===== src/rtl/halftmr_pkg.sv =====
package halftmr_pkg;
  // Control field positions within one half
  localparam int CTRL_RUN     = 0;
  localparam int CTRL_CLK     = 1;
  localparam int CTRL_SCL_LSB = 2;
  localparam int SCALE_W      = 4;
  localparam int CTRL_IE      = CTRL_SCL_LSB + SCALE_W;
  // Status field positions within one half
  localparam int ST_HIT  = 0;
  localparam int ST_DONE = 1;
  localparam int ST_RDY  = 2;
  localparam int ST_RUN  = 3;

  typedef enum logic [1:0] {
    REG_CTRL  = 2'd0,
    REG_COUNT = 2'd1,
    REG_CMP   = 2'd2,
    REG_STAT  = 2'd3
  } reg_sel_e;

  // Prescale terminal count: 2^min(s, max_e) - 1
  function automatic int unsigned period_mask(input logic [SCALE_W-1:0] s,
                                               input int unsigned max_e);
    int unsigned e;
    e = int'(s);
    if (e > max_e) e = max_e;
    return (32'd1 << e) - 32'd1;
  endfunction
endpackage


===== src/rtl/halftmr_prescale.sv =====
module halftmr_prescale
  import halftmr_pkg::*;
#(
  parameter int MAX_EXP = 12
) (
  input  logic               clk,
  input  logic               rst_n,
  input  logic               en,
  input  logic [SCALE_W-1:0] scale,
  output logic               tick
);
  localparam int PRE_W = (MAX_EXP > 0) ? MAX_EXP : 1;

  logic [PRE_W-1:0] pre_q;
  logic [PRE_W-1:0] limit;

  assign limit = PRE_W'(period_mask(scale, MAX_EXP));
  assign tick  = en && (pre_q == limit);

  always_ff @(posedge clk) begin
    if (!rst_n)      pre_q <= '0;
    else if (!en)    pre_q <= '0;
    else if (tick)   pre_q <= '0;
    else             pre_q <= pre_q + 1'b1;
  end

  // the first tick after a start is a full prescaled period away
  a_r6_full_first_period: assert property (@(posedge clk) disable iff (!rst_n)
    ($rose(en) && (limit != '0)) |-> !tick);
endmodule


===== src/rtl/halftmr_unit.sv =====
module halftmr_unit
  import halftmr_pkg::*;
#(
  parameter int HALF_W  = 16,
  parameter int MAX_EXP = 12
) (
  input  logic              clk,
  input  logic              rst_n,
  input  logic              ctrl_we,
  input  logic              cnt_we,
  input  logic              cmp_we,
  input  logic              stat_we,
  input  logic [HALF_W-1:0] wdata,
  output logic [HALF_W-1:0] ctrl_q,
  output logic [HALF_W-1:0] cnt_q,
  output logic [HALF_W-1:0] cmp_q,
  output logic [HALF_W-1:0] stat_q,
  output logic              irq_o
);
  logic               run_q, clk_on_q, ie_q;
  logic [SCALE_W-1:0] scale_q;
  logic               rdy_q, runok_q;
  logic [HALF_W-1:0]  cnt_r, cmp_r, pend_val;
  logic               pend_q, done_q, hit_q;

  // Named internal events
  logic active;
  logic tick;
  logic match_ev;

  assign active   = run_q && rdy_q;
  assign match_ev = active && (cnt_r == cmp_r);

  halftmr_prescale #(.MAX_EXP(MAX_EXP)) u_pre (
    .clk  (clk),
    .rst_n(rst_n),
    .en   (active),
    .scale(scale_q),
    .tick (tick)
  );

  always_ff @(posedge clk) begin
    if (!rst_n) begin
      run_q    <= 1'b0;
      clk_on_q <= 1'b0;
      ie_q     <= 1'b0;
      scale_q  <= '0;
      rdy_q    <= 1'b0;
      runok_q  <= 1'b0;
      cnt_r    <= '0;
      cmp_r    <= '0;
      pend_val <= '0;
      pend_q   <= 1'b0;
      done_q   <= 1'b0;
      hit_q    <= 1'b0;
    end else begin
      rdy_q   <= clk_on_q;
      runok_q <= run_q && rdy_q;
      if (ctrl_we) begin
        run_q    <= wdata[CTRL_RUN];
        clk_on_q <= wdata[CTRL_CLK];
        scale_q  <= wdata[CTRL_SCL_LSB +: SCALE_W];
        ie_q     <= wdata[CTRL_IE];
      end
      if (match_ev) run_q <= 1'b0;           // one-shot stop wins over a write
      if (cmp_we) cmp_r <= wdata;
      if (tick && !match_ev) cnt_r <= cnt_r + 1'b1;
      if (stat_we && wdata[ST_DONE]) done_q <= 1'b0;
      if (pend_q) begin
        cnt_r  <= pend_val;
        done_q <= 1'b1;
      end
      pend_q <= cnt_we;
      if (cnt_we) begin
        pend_val <= wdata;
        done_q   <= 1'b0;
      end
      if (stat_we && wdata[ST_HIT]) hit_q <= 1'b0;
      if (match_ev) hit_q <= 1'b1;
    end
  end

  always_comb begin
    ctrl_q = '0;
    ctrl_q[CTRL_RUN] = run_q;
    ctrl_q[CTRL_CLK] = clk_on_q;
    ctrl_q[CTRL_SCL_LSB +: SCALE_W] = scale_q;
    ctrl_q[CTRL_IE] = ie_q;
    stat_q = '0;
    stat_q[ST_HIT]  = hit_q;
    stat_q[ST_DONE] = done_q;
    stat_q[ST_RDY]  = rdy_q;
    stat_q[ST_RUN]  = runok_q;
  end

  assign cnt_q = cnt_r;
  assign cmp_q = cmp_r;
  assign irq_o = hit_q && ie_q;

  // a match leaves the flag set and the half stopped
  a_r7_oneshot_stop: assert property (@(posedge clk) disable iff (!rst_n)
    match_ev |=> (hit_q && !run_q));

  // a stopped half with no load pending holds its count
  a_r10_hold_count: assert property (@(posedge clk) disable iff (!rst_n)
    (!active && !pend_q) |=> $stable(cnt_r));

  // a lone count write is followed by load done
  a_r5_done_after_load: assert property (@(posedge clk) disable iff (!rst_n)
    (cnt_we ##1 !cnt_we) |=> done_q);

  // write-1-to-clear takes effect unless a match sets the flag
  a_r8_hit_clear: assert property (@(posedge clk) disable iff (!rst_n)
    (stat_we && wdata[ST_HIT] && !match_ev) |=> !hit_q);
endmodule


===== src/rtl/split_oneshot_timer.sv =====
module split_oneshot_timer
  import halftmr_pkg::*;
#(
  parameter int HALF_W  = 16,
  parameter int MAX_EXP = 12
) (
  input  logic                clk,
  input  logic                rst_n,
  input  logic                bus_we,
  input  logic [1:0]          bus_addr,
  input  logic [2*HALF_W-1:0] bus_wdata,
  output logic [2*HALF_W-1:0] bus_rdata,
  output logic                irq,
  output logic                irq_sel
);
  localparam int NHALF = 2;

  reg_sel_e          sel;
  logic [HALF_W-1:0] ctrl_h [NHALF];
  logic [HALF_W-1:0] cnt_h  [NHALF];
  logic [HALF_W-1:0] cmp_h  [NHALF];
  logic [HALF_W-1:0] stat_h [NHALF];
  logic [NHALF-1:0]  irq_pend;

  assign sel = reg_sel_e'(bus_addr);

  for (genvar h = 0; h < NHALF; h++) begin : g_half
    halftmr_unit #(.HALF_W(HALF_W), .MAX_EXP(MAX_EXP)) u_half (
      .clk    (clk),
      .rst_n  (rst_n),
      .ctrl_we(bus_we && (sel == REG_CTRL)),
      .cnt_we (bus_we && (sel == REG_COUNT)),
      .cmp_we (bus_we && (sel == REG_CMP)),
      .stat_we(bus_we && (sel == REG_STAT)),
      .wdata  (bus_wdata[h*HALF_W +: HALF_W]),
      .ctrl_q (ctrl_h[h]),
      .cnt_q  (cnt_h[h]),
      .cmp_q  (cmp_h[h]),
      .stat_q (stat_h[h]),
      .irq_o  (irq_pend[h])
    );
  end

  always_comb begin
    case (sel)
      REG_CTRL:  bus_rdata = {ctrl_h[1], ctrl_h[0]};
      REG_COUNT: bus_rdata = {cnt_h[1],  cnt_h[0]};
      REG_CMP:   bus_rdata = {cmp_h[1],  cmp_h[0]};
      default:   bus_rdata = {stat_h[1], stat_h[0]};
    endcase
  end

  assign irq     = |irq_pend;
  assign irq_sel = !irq_pend[0] && irq_pend[1];

  // half A is served first when both halves are pending
  a_r9_a_first: assert property (@(posedge clk) disable iff (!rst_n)
    (irq_pend == 2'b11) |-> (irq && !irq_sel));
endmodule


===== config.mk =====
export PLATFORM = sky130hd
export DESIGN_NAME = split_oneshot_timer
export DESIGN_NICKNAME = d
export VERILOG_FILES = /design/src/rtl/halftmr_pkg.sv /design/src/rtl/halftmr_prescale.sv /design/src/rtl/halftmr_unit.sv /design/src/rtl/split_oneshot_timer.sv
export SDC_FILE = /design/constraint.sdc
export NUM_CORES = 1
export LEC_CHECK = 0
export ABC_AREA = 1
export BUFFER_PORTS_ARGS = -buffer_cell sky130_fd_sc_hd__buf_4
export CORE_MARGIN = 2
export CORE_UTILIZATION = 50
export CTS_CLUSTER_DIAMETER = 200
export CTS_CLUSTER_SIZE = 30
export DETAILED_ROUTE_END_ITERATION = 10
export PLACE_DENSITY = 0.71
export SETUP_SLACK_MARGIN = 0.1
export SLEW_MARGIN = 20
export SYNTH_ARGS = -nofsm -noshare
export SYNTH_HDL_FRONTEND = slang
export SYNTH_SLANG_ARGS = --single-unit

===== constraint.sdc =====
create_clock -name clk -period 3.1 [get_ports clk]
set_input_delay 0.31 -clock clk [delete_from_list [all_inputs] [get_ports clk]]
set_output_delay 0.31 -clock clk [all_outputs]
set_load 0.01 [all_outputs]

== Yosys cells after proc, flatten, opt, wreduce, memory -nomap -nowiden ==
Cells that the tools add are included.
Word-level totals
  register bits: 143
  word-level logic and storage cells: 95
Cells by class
  $add $sub $neg: 6
  magnitude comparators: 2
  eq/ne operators: 7
  shift-type cells: 2
  multiplexer cells: 15
  bitwise logic cells: 3
  reduce and logical (&&, ||, !) cells: 35
Operator list (number)
  one-hot mux 32 bit (3 select lines): 1
  two-way mux 16 bit: 4
  adder 16 x 1 -> 16 bit, second input constant: 2
  == test 16 bit: 2
  adder 12 x 1 -> 12 bit, second input constant: 2
  == test 12 bit: 2
  << shifter 1 x 4 -> 12 bit, first input constant: 2
  subtractor 12 x 1 -> 12 bit, second input constant: 2
  logical AND 1 bit: 19
  nonzero test 2 bit: 6
  > comparator 4 bit, second input constant: 2
  two-way mux 1 bit: 8
  two-way mux 4 bit: 2
  OR reduction 2 bit: 4
  OR reduction 3 bit: 2
  == test 2 bit, second input constant: 2
  logical NOT 1 bit: 3
  inverter 1 bit: 3
  == test 2 x 1 -> 1 bit, second input constant: 1
  logical NOT 2 bit: 1

== Logic depth before layout (Yosys ltp) ==
  depth after elaboration: 9
  gate-level depth with buffers: 16
  depth with buffers taken out: 14

== Cells and area by module ==
From an unflattened synthesis, not the netlist that was laid out.
Second synthesis, totals
  cell total of the unflattened synthesis: 1360
  area, all modules: 9029.9 µm²
Modules (own cells, without submodules)
  halftmr_unit: times used 2, cells an instance 427, area each 3100.5 µm²
  halftmr_prescale: times used 2, cells an instance 156, area each 935.9 µm²
  split_oneshot_timer: times used 1, cells an instance 194, area each 957.2 µm²

== Least setup slack after synthesis ==
Ideal clock, no wire load.
  path kind: reg-to-reg
  from: register g_half[1].u_half.scale_q[3]
  to: register g_half[1].u_half.cnt_r[0]
  setup time: 0.070 ns
  arrival: 2.050 ns
  data required time: 3.030 ns
  setup slack: 0.980 ns
  stages on the path, launching flop included: 17
  buffers on the path: 2
  clock period less this slack: 2.120 ns
  cell sequence: dfxtp_1 > buf_4 > nor2_4 > nand3_1 > ha_1 > nand2_1 > nand2_1 > nor2_1 > nand2_1 > nor2_1 > nand3_1 > nor2_4 > nand4_4 > nand2_4 > buf_8 > nand2_2 > a21oi_2
On the way
  word-level cells in the longest chain between the ends: 8
RTL lines
  from (decl): RTL line halftmr_unit.sv:21  | logic [SCALE_W-1:0] scale_q;
  from (signal assigned): RTL line halftmr_unit.sv:62  | scale_q <= wdata[CTRL_SCL_LSB +: SCALE_W];
  > comparator 4 bit: RTL line halftmr_pkg.sv:26  | if (e > max_e) e = max_e;
  two-way mux 4 bit (*): RTL line halftmr_pkg.sv:26
  << shifter 1 x 4 -> 12 bit (*): RTL line halftmr_pkg.sv:27  | return (32'd1 << e) - 32'd1;
  subtractor 12 x 1 -> 12 bit (*): RTL line halftmr_pkg.sv:27
  == test 12 bit (*): RTL line halftmr_prescale.sv:18  | assign tick = en && (pre_q == limit);
  logical AND 1 bit (*): RTL line halftmr_prescale.sv:18
  logical AND 1 bit (*): RTL line halftmr_unit.sv:67  | if (tick && !match_ev) cnt_r <= cnt_r + 1'b1;
  nonzero test 2 bit (no line) (*)
  to (signal assigned): RTL line halftmr_unit.sv:67
  to (signal assigned): RTL line halftmr_unit.sv:70  | cnt_r <= pend_val;
  to (decl): RTL line halftmr_unit.sv:23  | logic [HALF_W-1:0] cnt_r, cmp_r, pend_val;
Every way passes the cells marked *; elsewhere a longest branch is shown, timed or not.
A chain may end at the register's enable or synchronous reset.

== Worst setup path in the final report ==
  from: register g_half[0].u_half.scale_q[3]
  to: register g_half[0].u_half.cnt_r[15]
On the way
  word-level cells in the longest chain between the ends: 8
RTL lines (RTL line)
  from (decl): halftmr_unit.sv:21
  from (signal assigned): halftmr_unit.sv:62
  > comparator 4 bit: halftmr_pkg.sv:26
  two-way mux 4 bit (*): halftmr_pkg.sv:26
  << shifter 1 x 4 -> 12 bit (*): halftmr_pkg.sv:27
  subtractor 12 x 1 -> 12 bit (*): halftmr_pkg.sv:27
  == test 12 bit (*): halftmr_prescale.sv:18
  logical AND 1 bit (*): halftmr_prescale.sv:18
  logical AND 1 bit (*): halftmr_unit.sv:67
  nonzero test 2 bit (no line) (*)
  to (signal assigned): halftmr_unit.sv:67
  to (signal assigned): halftmr_unit.sv:70
  to (decl): halftmr_unit.sv:23
Marks and branches as above.

==> summary.txt <==
Final layout
  – Cell Count, Final, Fillers Out: between 1000 and 1500
  – # nets final: between 1000 and 1500
  – Total inserted antenna cells: 0
  – Final Util: roughly three fifths
  – Area delta synth->final: 15.32%
  – Final Cell Area: a little over 9000 um2
  – Ratio of cells with drive above 1 in the final layout: ~16%

Pwr
  – Peak VDD IR: a little over 0.4 mV
  – Leak: approximately 3.6 nW
  – PwrDens: between 400 and 500 nW/um2
  – Tot Pwr: 4.431 mW

Clock tree
  – Hold-fix buffers at CTS: 0
  – Clock transition at the registers of the reported paths: roughly 0.06 ns
  – CTS sink cnt: roughly 140
  – Htree depth: 4
  – Total CTS buffers: 17
  – Post-cts repair resize count: 0
  – CTS tree: done
  – Post-CTS Setup Inserts: 0
  – Clk Latency, worst-skew pair: 0.43 ns
  – Clock Path Buffers: 2
  – CTS root buf: clkbuf_16

Floorplanning
  – Ports: slightly above 70
  – Site Rows: 45
  – Width of the die: approximately 130 um
  – Die Y: around 130 um
  – Starting Density: 51.69%
  – DIE AREA: between 15000 and 20000 um2
  – Core Region: around 15000 um2

Global route
  – Initial antenna violation count: 0
  – Overall routing resource usage: a little over a quarter
  – Grt total ovfl: 0
  – Pin count of the biggest net entering global routing: 69
  – Vias in the first global route: roughly 7000
  – First-pass GRT wire length: 35090 um

Timing
  – # setup viols final: 0
  – Slew margin rel.: 31.01%
  – Final Max Slew Viols: 0
  – Count of final hold-check violations: 0
  – Worst Max-Slew Pin Slew: 1.031 ns
  – Max Clk Rate: between 300 and 400 MHz
  – Tcrit/Tclk final: ~85%
  – TNS Setup: 0 ns
  – Fin Clk Skew: ~0.0067 ns
  – Min Clock Period, post-route: ~2.7 ns
  – RSZ-0062 raised after global routing: false

Logic synthesis
  – Synth area leader: dfxtp_1
  – Yosys reg bits: roughly 140
  – Mapped Area: slightly below 8000 um2
  – Yosys warning count: 0
  – Syn avg cell area: around 6.8 um2
  – Synth unique cells: between 40 and 50
  – Sequential area share after synthesis: a little over a third
  – Post-synthesis cell count: roughly 1200
  – Dominant cells by area after synthesis: dfxtp_1 36%, nand2_1 13%, nand3_1 7.0%
  – Share of the synthesized area in the top cell type: 36.16%
  – Synthesized Nets: roughly 1200

Detailed routing
  – Residual DRC: 0
  – Vias: just under 8000
  – Metal-1 WL: ~10000 um
  – Avg WL per Cell: 15.04 um
  – Iter 0 DRT Violations: ~570
  – Detailed Route WL: about 22000 um
  – Via density: between 5 and 6
  – Top sig layer: met4
  – Routed Antenna Nets: 0
  – Met2 Wirelength: 9573 um
  – WL met3: ~1200 um
  – Pre-Repair DR Iteration Count: 5

Setup path
  – Crit-path cells: nor2_2, nand2_1, ha_1, nand2_1, nand2_1, nor2_1, nand2_1, nor2_2, nand3_2, nor2_4, nand4_4, nand2_4, nand2_1, a21oi_1
  – Crit path kind: flip-flop to flip-flop
  – Top cell by count, worst path: nand2_1
  – Crit path capture type: flip-flop
  – Crit-path slowest cell: dfxtp_1
  – Crit start category: flip-flop
  – Crit path arrival time: approximately 3.0 ns
  – CP Data Required Time: ~3.5 ns
  – CP Max Fanout: 17
  – CP peak stage delay: roughly 0.44 ns

Placement
  – Buffers on Ports: 70
  – HPWL after DPL: approximately 15000 um
  – Dpl cells: approximately 1400
  – Placer congestion estimate: roughly 0.9
  – Post-Place Cell Area: 8528 um2

Hold path
  – Hold WC Path Type: input pin to flip-flop

Outcome
  – Outcome: finished, final reports clean

Job
  – MaxCap Viol Count: 0
-- cells in the mapped netlist, drive strengths merged --
library cell / number
nand2: 304
dfxtp: 143
inv: 128
nand3: 113
o21ai: 107
a21oi: 95
nor2: 88
clkbuf: 36
xor2: 36
o22ai: 22
buf: 20
nor3: 15
nand4: 12
o2111ai: 7
ha: 6
nand3b: 6
o221ai: 6
nor3b: 5
clkinv: 4
a211oi: 2
o211ai: 2
o21bai: 2
or2: 2
xnor2: 2
and3: 1
o2111a: 1
-- metal layers --
layer / GRT usage (%) / up-vias
met1: 36.64 / 3552
met4: 8.665 / 0
li1: - / 3910
met2: 40.84 / 232
met3: 5.289 / 36
met5: 0 / -
-- power breakdown --
part	switching, mW	internal (mW)
logic	0.275	0.144
registers	0.0382	1.89
clock network	0.836	1.25
-- cell type report --
class | count | area [um2]
clock buffers | 20 | 466.7
clock inverters | 12 | 133.9
fillers | 1490 | 6186
inverters | 132 | 495.5
multi-input cells | 834 | 4298
flip-flops and latches | 143 | 2863
well taps | 211 | 264.0
repair buffers | 81 | 608.1
-- layout by cell type, fill, tap and decap left out, types with 3 or more instances in the layout --
| master | n |
|---|---|
| inv_1 | 118 |
| nor2_2 | 10 |
| nand2_2 | 26 |
| nor3_1 | 14 |
| xor2_1 | 36 |
| clkinv_2 | 3 |
| nor2_1 | 72 |
| o221ai_1 | 6 |
| buf_4 | 81 |
| o22ai_1 | 22 |
| o21ai_1 | 3 |
| dfxtp_1 | 143 |
| clkbuf_16 | 17 |
| nand3_2 | 3 |
| a21oi_1 | 75 |
| nand2_1 | 275 |
| clkinv_1 | 5 |
| ha_1 | 6 |
| o2111ai_1 | 7 |
| nand3b_1 | 6 |
| nor3b_1 | 5 |
| clkinv_4 | 3 |
| o21ai_0 | 104 |
| clkbuf_8 | 3 |
| nand4_1 | 10 |
| inv_2 | 9 |
| nor2_4 | 6 |
| a21oi_2 | 20 |
| nand3_1 | 110 |
| nand2_4 | 3 |
-- cell families (layout without fill, tap and decap cells) --
logic type / count (synthesis) / in the layout / synth area share [%]
AOI/OAI and AO/OA: 244 / 244 / 17.61
buffers and inverters: 188 / 245 / 9.578
adders and majority gates: 6 / 6 / 0.9483
xor gates and xnor gates: 38 / 38 / 4.204
and+or+nand+nor: 546 / 546 / 31.50
DFF: 143 / 143 / 36.16
-- final timing paths --
path / from / endpoint / slack (ns) / cells past startpoint
setup reg to reg: g_half[0].u_half.scale_q[3] / g_half[0].u_half.cnt_q[15] / 0.45 / 14
setup / recovery: g_half[0].u_half.scale_q[3] / g_half[0].u_half.cnt_q[15] / 0.45 / 14
hold reg to reg: g_half[0].u_half.clk_on_q / g_half[0].u_half.rdy_q / 0.44 / 2
hold / removal: bus_wdata[28] / g_half[1].u_half.pend_val[12] / 0.07 / 3
-- through the flow --
stage               setup WS (ns)  hold WS, ns
global route               0.1974      0.07154
global placement           0.5817       0.4294
detailed placement         0.4932       0.4335
finish                     0.4497      0.07282
CTS                        0.4751      0.06310
floorplan                  0.9802       0.4131
-- sequential cells by signal, indices dropped and copies added (netlist names), 2 cells and up --
signal and flops:
g_half.u_half.scale_q 8, g_half.u_half.ie_q 2, g_half.u_half.hit_q 2, g_half.u_half.cnt_q 32, g_half.u_half.pend_val 32, g_half.u_half.run_q 2
g_half.u_half.clk_on_q 2, g_half.u_half.cmp_q 32, g_half.u_half.rdy_q 2, g_half.u_half.u_pre.pre_q 24, g_half.u_half.runok_q 2, g_half.u_half.done_q 2
-- critical path, delay by kind of cell, from the launching register on --
kind,cells,cell delay [ns]
AND/OR/NAND/NOR,12,1.70
flip-flops,1,0.44
adder cells (fa/ha/maj),1,0.32
AO/OA/AOI/OAI,1,0.13
Note: power is estimated with default switching activity, not from simulation.
